## src/rtl/cbs_pkg.sv

```systemverilog
// Package: shared state encoding for the reset and vector-fetch sequencer.
// Assumes: four vector words; the order of the states is the read order.
package cbs_pkg;
    typedef enum logic [2:0] {
        ST_RESET  = 3'd0,
        ST_START  = 3'd1,
        ST_SSP_HI = 3'd2,
        ST_SSP_LO = 3'd3,
        ST_PC_HI  = 3'd4,
        ST_PC_LO  = 3'd5,
        ST_RUN    = 3'd6
    } boot_state_t;
endpackage

```

## src/rtl/cbs_sync.sv

```systemverilog
// Module: multi-flop synchroniser for asynchronous pin levels.
// Assumes: inputs are level signals; reset value is all ones (pins idle high).
module cbs_sync #(
    parameter int unsigned W      = 2,
    parameter int unsigned STAGES = 2
) (
    input  logic         clk,
    input  logic         rst_n,
    input  logic [W-1:0] d,
    output logic [W-1:0] q
);
    logic [W-1:0] pipe [STAGES];

    // Shift the pin levels through the flop chain.
    always_ff @(posedge clk) begin
        if (!rst_n) begin
            for (int i = 0; i < STAGES; i++) pipe[i] <= '1;
        end else begin
            pipe[0] <= d;
            for (int i = 1; i < STAGES; i++) pipe[i] <= pipe[i-1];
        end
    end

    assign q = pipe[STAGES-1];
endmodule

```

## src/rtl/cbs_rst_qual.sv

```systemverilog
// Module: reset qualifier and software reset pulse generator.
// Generates the self-driven reset pulse. While that pulse is guarding the
// shared pin, a low pin only counts as a core reset after LONG_HOLD clocks
// alone, or BOTH_HOLD clocks together with halt.
// Assumes: pin_low/halt_low are already synchronised; run_i is high only
// when the core is executing.
module cbs_rst_qual #(
    parameter int unsigned PULSE_CLKS = 124,
    parameter int unsigned LONG_HOLD  = 132,
    parameter int unsigned BOTH_HOLD  = 10
) (
    input  logic clk,
    input  logic rst_n,
    input  logic pin_low,
    input  logic halt_low,
    input  logic run_i,
    input  logic sw_req_i,
    output logic drive_n_o,
    output logic hit_o
);
    localparam int unsigned PW = $clog2(PULSE_CLKS + 1);
    localparam int unsigned LW = $clog2(LONG_HOLD + 1);
    localparam int unsigned BW = $clog2(BOTH_HOLD + 1);

    logic [PW-1:0] pulse_cnt;
    logic [LW-1:0] low_cnt;
    logic [BW-1:0] both_cnt;
    logic          guard_q;
    logic          accept;
    logic          both_low;
    logic          long_hit;
    logic          both_hit;

    assign accept   = sw_req_i && run_i && (pulse_cnt == '0) && !guard_q;
    assign both_low = pin_low && halt_low;
    assign long_hit = pin_low && (low_cnt == LW'(LONG_HOLD - 1));
    assign both_hit = both_low && (both_cnt == BW'(BOTH_HOLD - 1));
    assign hit_o    = pin_low && (!guard_q || long_hit || both_hit);

    // Count down the self-driven pulse length.
    always_ff @(posedge clk) begin
        if (!rst_n)                pulse_cnt <= '0;
        else if (accept)           pulse_cnt <= PW'(PULSE_CLKS);
        else if (pulse_cnt != '0)  pulse_cnt <= pulse_cnt - 1'b1;
    end

    // Guard the pin from pulse start until the pulse has ended and the pin reads high.
    always_ff @(posedge clk) begin
        if (!rst_n)                                guard_q <= 1'b0;
        else if (accept)                           guard_q <= 1'b1;
        else if ((pulse_cnt == '0) && !pin_low)    guard_q <= 1'b0;
    end

    // Measure the consecutive low run of the reset pin (saturating).
    always_ff @(posedge clk) begin
        if (!rst_n || !pin_low)                 low_cnt <= '0;
        else if (low_cnt != LW'(LONG_HOLD))     low_cnt <= low_cnt + 1'b1;
    end

    // Measure the consecutive run of reset and halt both low (saturating).
    always_ff @(posedge clk) begin
        if (!rst_n || !both_low)                both_cnt <= '0;
        else if (both_cnt != BW'(BOTH_HOLD))    both_cnt <= both_cnt + 1'b1;
    end

    assign drive_n_o = (pulse_cnt == '0);
endmodule

```

## src/rtl/cbs_vec_fetch.sv

```systemverilog
// Module: boot state machine that reads the stack pointer and program
// counter vectors, sets the interrupt mask and starts instruction fetch.
// Assumes: hit_i restarts the boot from any state; vector words are
// word-aligned at byte address 0, 2, 4, 6 and read high word first.
module cbs_vec_fetch
    import cbs_pkg::*;
#(
    parameter int unsigned ADDR_W       = 24,
    parameter int unsigned DATA_W       = 16,
    parameter int unsigned IPL_W        = 3,
    parameter int unsigned STARTUP_CLKS = 4
) (
    input  logic              clk,
    input  logic              rst_n,
    input  logic              hit_i,
    input  logic              pin_low_i,
    input  logic              rd_ack_i,
    input  logic [DATA_W-1:0] rd_data_i,
    output logic              rd_req_o,
    output logic [ADDR_W-1:0] rd_addr_o,
    output logic [2*DATA_W-1:0] ssp_o,
    output logic [2*DATA_W-1:0] pc_o,
    output logic [IPL_W-1:0]  ipl_o,
    output logic              core_rst_o,
    output logic              fetch_go_o,
    output logic              run_o
);
    localparam int unsigned SW = $clog2(STARTUP_CLKS + 1);

    boot_state_t           state;
    logic [SW-1:0]         start_cnt;
    logic [2*DATA_W-1:0]   ssp_q;
    logic [2*DATA_W-1:0]   pc_q;
    logic [IPL_W-1:0]      ipl_q;
    logic                  go_q;
    logic [1:0]            word_idx;

    // Select the vector word index from the read state.
    always_comb begin
        case (state)
            ST_SSP_LO: word_idx = 2'd1;
            ST_PC_HI:  word_idx = 2'd2;
            ST_PC_LO:  word_idx = 2'd3;
            default:   word_idx = 2'd0;
        endcase
    end

    // Sequence reset, start-up delay, four word reads and run.
    always_ff @(posedge clk) begin
        if (!rst_n) begin
            state     <= ST_RESET;
            start_cnt <= '0;
            ssp_q     <= '0;
            pc_q      <= '0;
            ipl_q     <= '0;
            go_q      <= 1'b0;
        end else begin
            go_q <= 1'b0;
            if (hit_i) begin
                state     <= ST_RESET;
                start_cnt <= '0;
            end else begin
                case (state)
                    ST_RESET: begin
                        start_cnt <= '0;
                        if (!pin_low_i) state <= ST_START;
                    end
                    ST_START: begin
                        if (start_cnt == SW'(STARTUP_CLKS - 1)) state <= ST_SSP_HI;
                        else start_cnt <= start_cnt + 1'b1;
                    end
                    ST_SSP_HI: if (rd_ack_i) begin
                        ssp_q[2*DATA_W-1:DATA_W] <= rd_data_i;
                        state <= ST_SSP_LO;
                    end
                    ST_SSP_LO: if (rd_ack_i) begin
                        ssp_q[DATA_W-1:0] <= rd_data_i;
                        state <= ST_PC_HI;
                    end
                    ST_PC_HI: if (rd_ack_i) begin
                        pc_q[2*DATA_W-1:DATA_W] <= rd_data_i;
                        state <= ST_PC_LO;
                    end
                    ST_PC_LO: if (rd_ack_i) begin
                        pc_q[DATA_W-1:0] <= rd_data_i;
                        ipl_q <= '1;
                        go_q  <= 1'b1;
                        state <= ST_RUN;
                    end
                    ST_RUN: ;
                    default: state <= ST_RESET;
                endcase
            end
        end
    end

    assign rd_req_o   = (state == ST_SSP_HI) || (state == ST_SSP_LO) ||
                        (state == ST_PC_HI)  || (state == ST_PC_LO);
    assign rd_addr_o  = {{(ADDR_W-3){1'b0}}, word_idx, 1'b0};
    assign ssp_o      = ssp_q;
    assign pc_o       = pc_q;
    assign ipl_o      = ipl_q;
    assign core_rst_o = (state == ST_RESET);
    assign fetch_go_o = go_q;
    assign run_o      = (state == ST_RUN);
endmodule

```

## src/rtl/cpu_boot_seq.sv

```systemverilog
// Module: top of the reset and vector-fetch sequencer.
// Synchronises the reset and halt pins, qualifies core resets against the
// self-driven pulse, and boots the core from the low-memory vectors.
// Assumes: rst_pin_n_i is the wired level of the shared pin, which includes
// this block's own rst_drive_n_o.
module cpu_boot_seq #(
    parameter int unsigned ADDR_W       = 24,
    parameter int unsigned DATA_W       = 16,
    parameter int unsigned IPL_W        = 3,
    parameter int unsigned SYNC_STAGES  = 2,
    parameter int unsigned STARTUP_CLKS = 4,
    parameter int unsigned PULSE_CLKS   = 124,
    parameter int unsigned LONG_HOLD    = 132,
    parameter int unsigned BOTH_HOLD    = 10
) (
    input  logic                clk,
    input  logic                rst_n,
    input  logic                rst_pin_n_i,
    input  logic                halt_pin_n_i,
    input  logic                sw_rst_req_i,
    output logic                rst_drive_n_o,
    output logic                rd_req_o,
    output logic [ADDR_W-1:0]   rd_addr_o,
    input  logic                rd_ack_i,
    input  logic [DATA_W-1:0]   rd_data_i,
    output logic [2*DATA_W-1:0] ssp_o,
    output logic [2*DATA_W-1:0] pc_o,
    output logic [IPL_W-1:0]    ipl_o,
    output logic                core_rst_o,
    output logic                fetch_go_o
);
    logic [1:0] pins_sync;
    logic       pin_low;
    logic       halt_low;
    logic       hit;
    logic       run;

    cbs_sync #(.W(2), .STAGES(SYNC_STAGES)) sync_i (
        .clk   (clk),
        .rst_n (rst_n),
        .d     ({halt_pin_n_i, rst_pin_n_i}),
        .q     (pins_sync)
    );

    assign pin_low  = !pins_sync[0];
    assign halt_low = !pins_sync[1];

    cbs_rst_qual #(
        .PULSE_CLKS (PULSE_CLKS),
        .LONG_HOLD  (LONG_HOLD),
        .BOTH_HOLD  (BOTH_HOLD)
    ) qual_i (
        .clk       (clk),
        .rst_n     (rst_n),
        .pin_low   (pin_low),
        .halt_low  (halt_low),
        .run_i     (run),
        .sw_req_i  (sw_rst_req_i),
        .drive_n_o (rst_drive_n_o),
        .hit_o     (hit)
    );

    cbs_vec_fetch #(
        .ADDR_W       (ADDR_W),
        .DATA_W       (DATA_W),
        .IPL_W        (IPL_W),
        .STARTUP_CLKS (STARTUP_CLKS)
    ) fetch_i (
        .clk        (clk),
        .rst_n      (rst_n),
        .hit_i      (hit),
        .pin_low_i  (pin_low),
        .rd_ack_i   (rd_ack_i),
        .rd_data_i  (rd_data_i),
        .rd_req_o   (rd_req_o),
        .rd_addr_o  (rd_addr_o),
        .ssp_o      (ssp_o),
        .pc_o       (pc_o),
        .ipl_o      (ipl_o),
        .core_rst_o (core_rst_o),
        .fetch_go_o (fetch_go_o),
        .run_o      (run)
    );
endmodule

```

## config.mk

```make
export PLATFORM = sky130hd
export DESIGN_NAME = cpu_boot_seq
export DESIGN_NICKNAME = d
export VERILOG_FILES = /design/src/rtl/cbs_pkg.sv /design/src/rtl/cbs_sync.sv /design/src/rtl/cbs_rst_qual.sv /design/src/rtl/cbs_vec_fetch.sv /design/src/rtl/cpu_boot_seq.sv
export SDC_FILE = /design/constraint.sdc
export NUM_CORES = 1
export LEC_CHECK = 0
export ABC_AREA = 0
export BUFFER_PORTS_ARGS = -buffer_cell sky130_fd_sc_hd__buf_2
export CORE_MARGIN = 5
export CORE_UTILIZATION = 35
export DETAILED_ROUTE_END_ITERATION = 16
export GPL_ROUTABILITY_DRIVEN = 0
export PLACE_DENSITY_LB_ADDON = 0.05
export SLEW_MARGIN = 20
export SYNTH_ARGS = -nofsm -noshare
export SYNTH_HDL_FRONTEND = slang
export SYNTH_SLANG_ARGS = --single-unit
```

## constraint.sdc

```tcl
create_clock -name clk -period 2.1 [get_ports clk]
set_input_delay 0.105 -clock clk [delete_from_list [all_inputs] [get_ports clk]]
set_output_delay 0.105 -clock clk [all_outputs]
set_load 0.03 [all_outputs]
```

==> flow_summary.toml <==
[critical_path]
slowest_delay_ns = 0.50
criticalPathCategory = "reg2reg"
crit_required_ns = 2.35
crit_fanout = 5
r2r_cells = 8
reg2reg_from = "qual_i.pulse_cnt[0]"
crit_start = "qual_i.pulse_cnt[0]"
cpMostUsedCell = "buf_4"
r2r_end = "qual_i.pulse_cnt[0]"
reg2reg_slack_ns = 0.09
critical_path.top_delay_family = "simple AND/OR/NAND/NOR gates"
arrival_ns = 2.26
endpoint_kind = "flip-flop"
critPathLaunchType = "flip-flop"
worstPathCellList = "inv_2, ha_2, or4b_4, nor3_4, buf_4, buf_4, a21oi_1, a211oi_2"
cpMaxStageDelayCell = "or4b_4"
path_depth = 8
critical_path_buf_inv_count = 3

[power]
ir_worst_vdd_mv = 0.691
power.density_nw_per_um2 = 873
p_leak_nw = 2.39

[layout]
drive_gt1_share_pct = 26.7
syn_to_final_growth_pct = 23.4
antennaDiodeCount = 0
nets = 545
fill_cells = 1170

[placement]
numPortBuffers = 94
hpwlAfterDp_um = 6540

[synthesis]
synthTopCellsByCount = "96 x dfxtp_1, 88 x nand2_1, 67 x mux2i_1"
synth_ff_type = "dfxtp_1"
yosys.area.top_type = "dfxtp_1"
synthSimpleGateAreaFrac_pct = 16.3
syn-cell-area_um2 = 4080
syn_inst = 416
synthAdderAreaFrac_pct = 2.45
yosys_warnings = 0
synth_edf_count = 0
synth_compound_area_share_pct = 6.10
synth_cell_types = 45
ys_ff_latch = 96
seq_area_frac_synth_pct = 47.1
avgSynthCellArea_um2 = 9.81
yosysMostFrequentCell = "dfxtp_1"
yosys-top-cells-area = "dfxtp_1 47%, mux2i_1 16%, nand2_1 8.1%"
synth_top_area_share_pct = 47.1
muxShareOfSynthArea_pct = 16.7
synth_top_family_by_area = "multiplexers"
synthXorXnorAreaFrac_pct = 2.36
async_reset_ff_share_pct = 0

[global_routing]
grt_pass1_wl_um = 15300
grt-ovfl-total = 0
met1_usage_pct = 15.7
antenna_found_initial = 0
use_met3_pct = 5.24
track_usage_pct = 13.4
grt_pass1_vias = 3093
grt_max_degree = 61
grt_util_met2_pct = 22.7
top_usage_layer = "met2"

[sta]
setup_viol = 0
fin_crit_ns = 2.01
post-route-period-util_pct = 95.9
tns_ns = 0
skew_ns = 0.00617
fmax_mhz = 497
report.final.hold_viol_count = 0
hold_ws_ns = 0.0261
report.final.slew_viol_count = 0

[worst_hold_path]
hold_end = "sync_i.pipe[0][3]"
holdPathStages = 2
hp-start = "rst_n"
hp-class = "in2reg"

[run]
cap_violations = 0

[die]
die_w_um = 118
ios = 117
die_y_um = 118
dieArea_um2 = 13900
start_util_pct = 35.8
fp-row-count = 39
core_um2 = 11400

[route]
drtAntennaViolNets = 0
via_per_inst = 4.58
routedWlPerCell_um = 14.0
drc = 0
routed_wl_um = 9250
first_pass_iters = 5
drt_iter0_drc = 111
num_vias = 3034

[cts]
cts-htree-levels = 3
insertion_delay_ns = 0.34
clkTransAtPathRegs_ns = 0.07
cts_tree = "done"
numCtsBuffers = 9
clockBufferDepth = 2
cts-root-buf = "clkbuf_16"
clock-sinks = 96

[status]
status = "finished, final reports clean"
-- cell usage in the layout, fill, tap and decap left out, types with 8 or more instances in the layout --
master,n
clkbuf_16,9
nor2_1,16
nand2_1,88
inv_1,13
conb_1,22
buf_2,93
dfxtp_1,96
xor2_1,8
mux2i_1,67
buf_4,10
-- cells by family (layout without fill, tap and decap cells) --
family	after synthesis	in the layout
other	1	22
AOI/OAI and AO/OA	31	31
xor gates and xnor gates	11	11
and+or+nand+nor	143	143
DFF	96	96
buffers and inverters	58	141
muxes	68	68
adders and majority gates	8	8
-- where the power goes --
part,internal (W),switching (W)
Sequential,0.00188,0.0000631
Combinational,0.000304,0.000353
Clock,0.00108,0.000712
-- worst max path at each step --
stage                                endpoint  slack, ns
after floorplan           qual_i.pulse_cnt[5]       0.10
after global placement        fetch_i.pc_o[4]       0.21
after detailed placement     fetch_i.pc_o[13]       0.11
after CTS                       rst_drive_n_o       0.03
after global routing      qual_i.pulse_cnt[0]      -0.02
final                     qual_i.pulse_cnt[0]       0.09
-- state kept, by name (all words and copies together) (netlist names) --
name,cells
qual_i.pulse_cnt,7
fetch_i.fetch_go_o,1
fetch_i.ssp_o,32
sync_i.pipe,4
qual_i.low_cnt,8
qual_i.guard_q,1
fetch_i.state,3
fetch_i.pc_o,32
fetch_i.start_cnt,3
fetch_i.ipl_o,1
qual_i.both_cnt,4
-- cell type report --
class	count	area (um^2)	area share, %
well taps	143	179	3.55
inverters	14	52.6	1.04
flip-flops and latches	96	1920	38.2
clock inverters	6	90.1	1.79
multi-input cells	283	1880	37.4
clock buffers	10	239	4.74
repair buffers	111	672	13.3
-- what timing repair did --
action,CTS,global route
setup buffers,0,4
gates resized for setup,0,6
setup endpoints to repair,0,16
hold buffers,2,0
hold endpoints to repair,2,0
-- metrics by stage --
stage | cell area (um^2) | setup slack, ns | power, W | utilization (%) | std cells
final | 5040 | 0.0868 | 0.00440 | 44.1 | 663
after global routing | 5040 | -0.0202 | 0.00462 | 44.1 | 663
after CTS | 4990 | 0.0288 | 0.00434 | 43.7 | 659
after detailed placement | 4640 | 0.112 | 0.00253 | 40.7 | 641
after global placement | 4640 | 0.207 | 0.00252 | 40.7 | 641
after floorplan | 4160 | 0.102 | 0.00241 | - | 437
-- layer usage --
| metal | up-vias | wire length (um) | part of all wire [%] |
|---|---|---|---|
| met1 | 1416 | 4120 | 45 |
| li1 | 1545 | - | - |
| met3 | 8 | 622 | 6.7 |
| met5 | - | 0 | 0 |
| met2 | 65 | 4410 | 48 |
| met4 | 0 | 97 | 1.0 |
(Power assumes the default switching activity.)
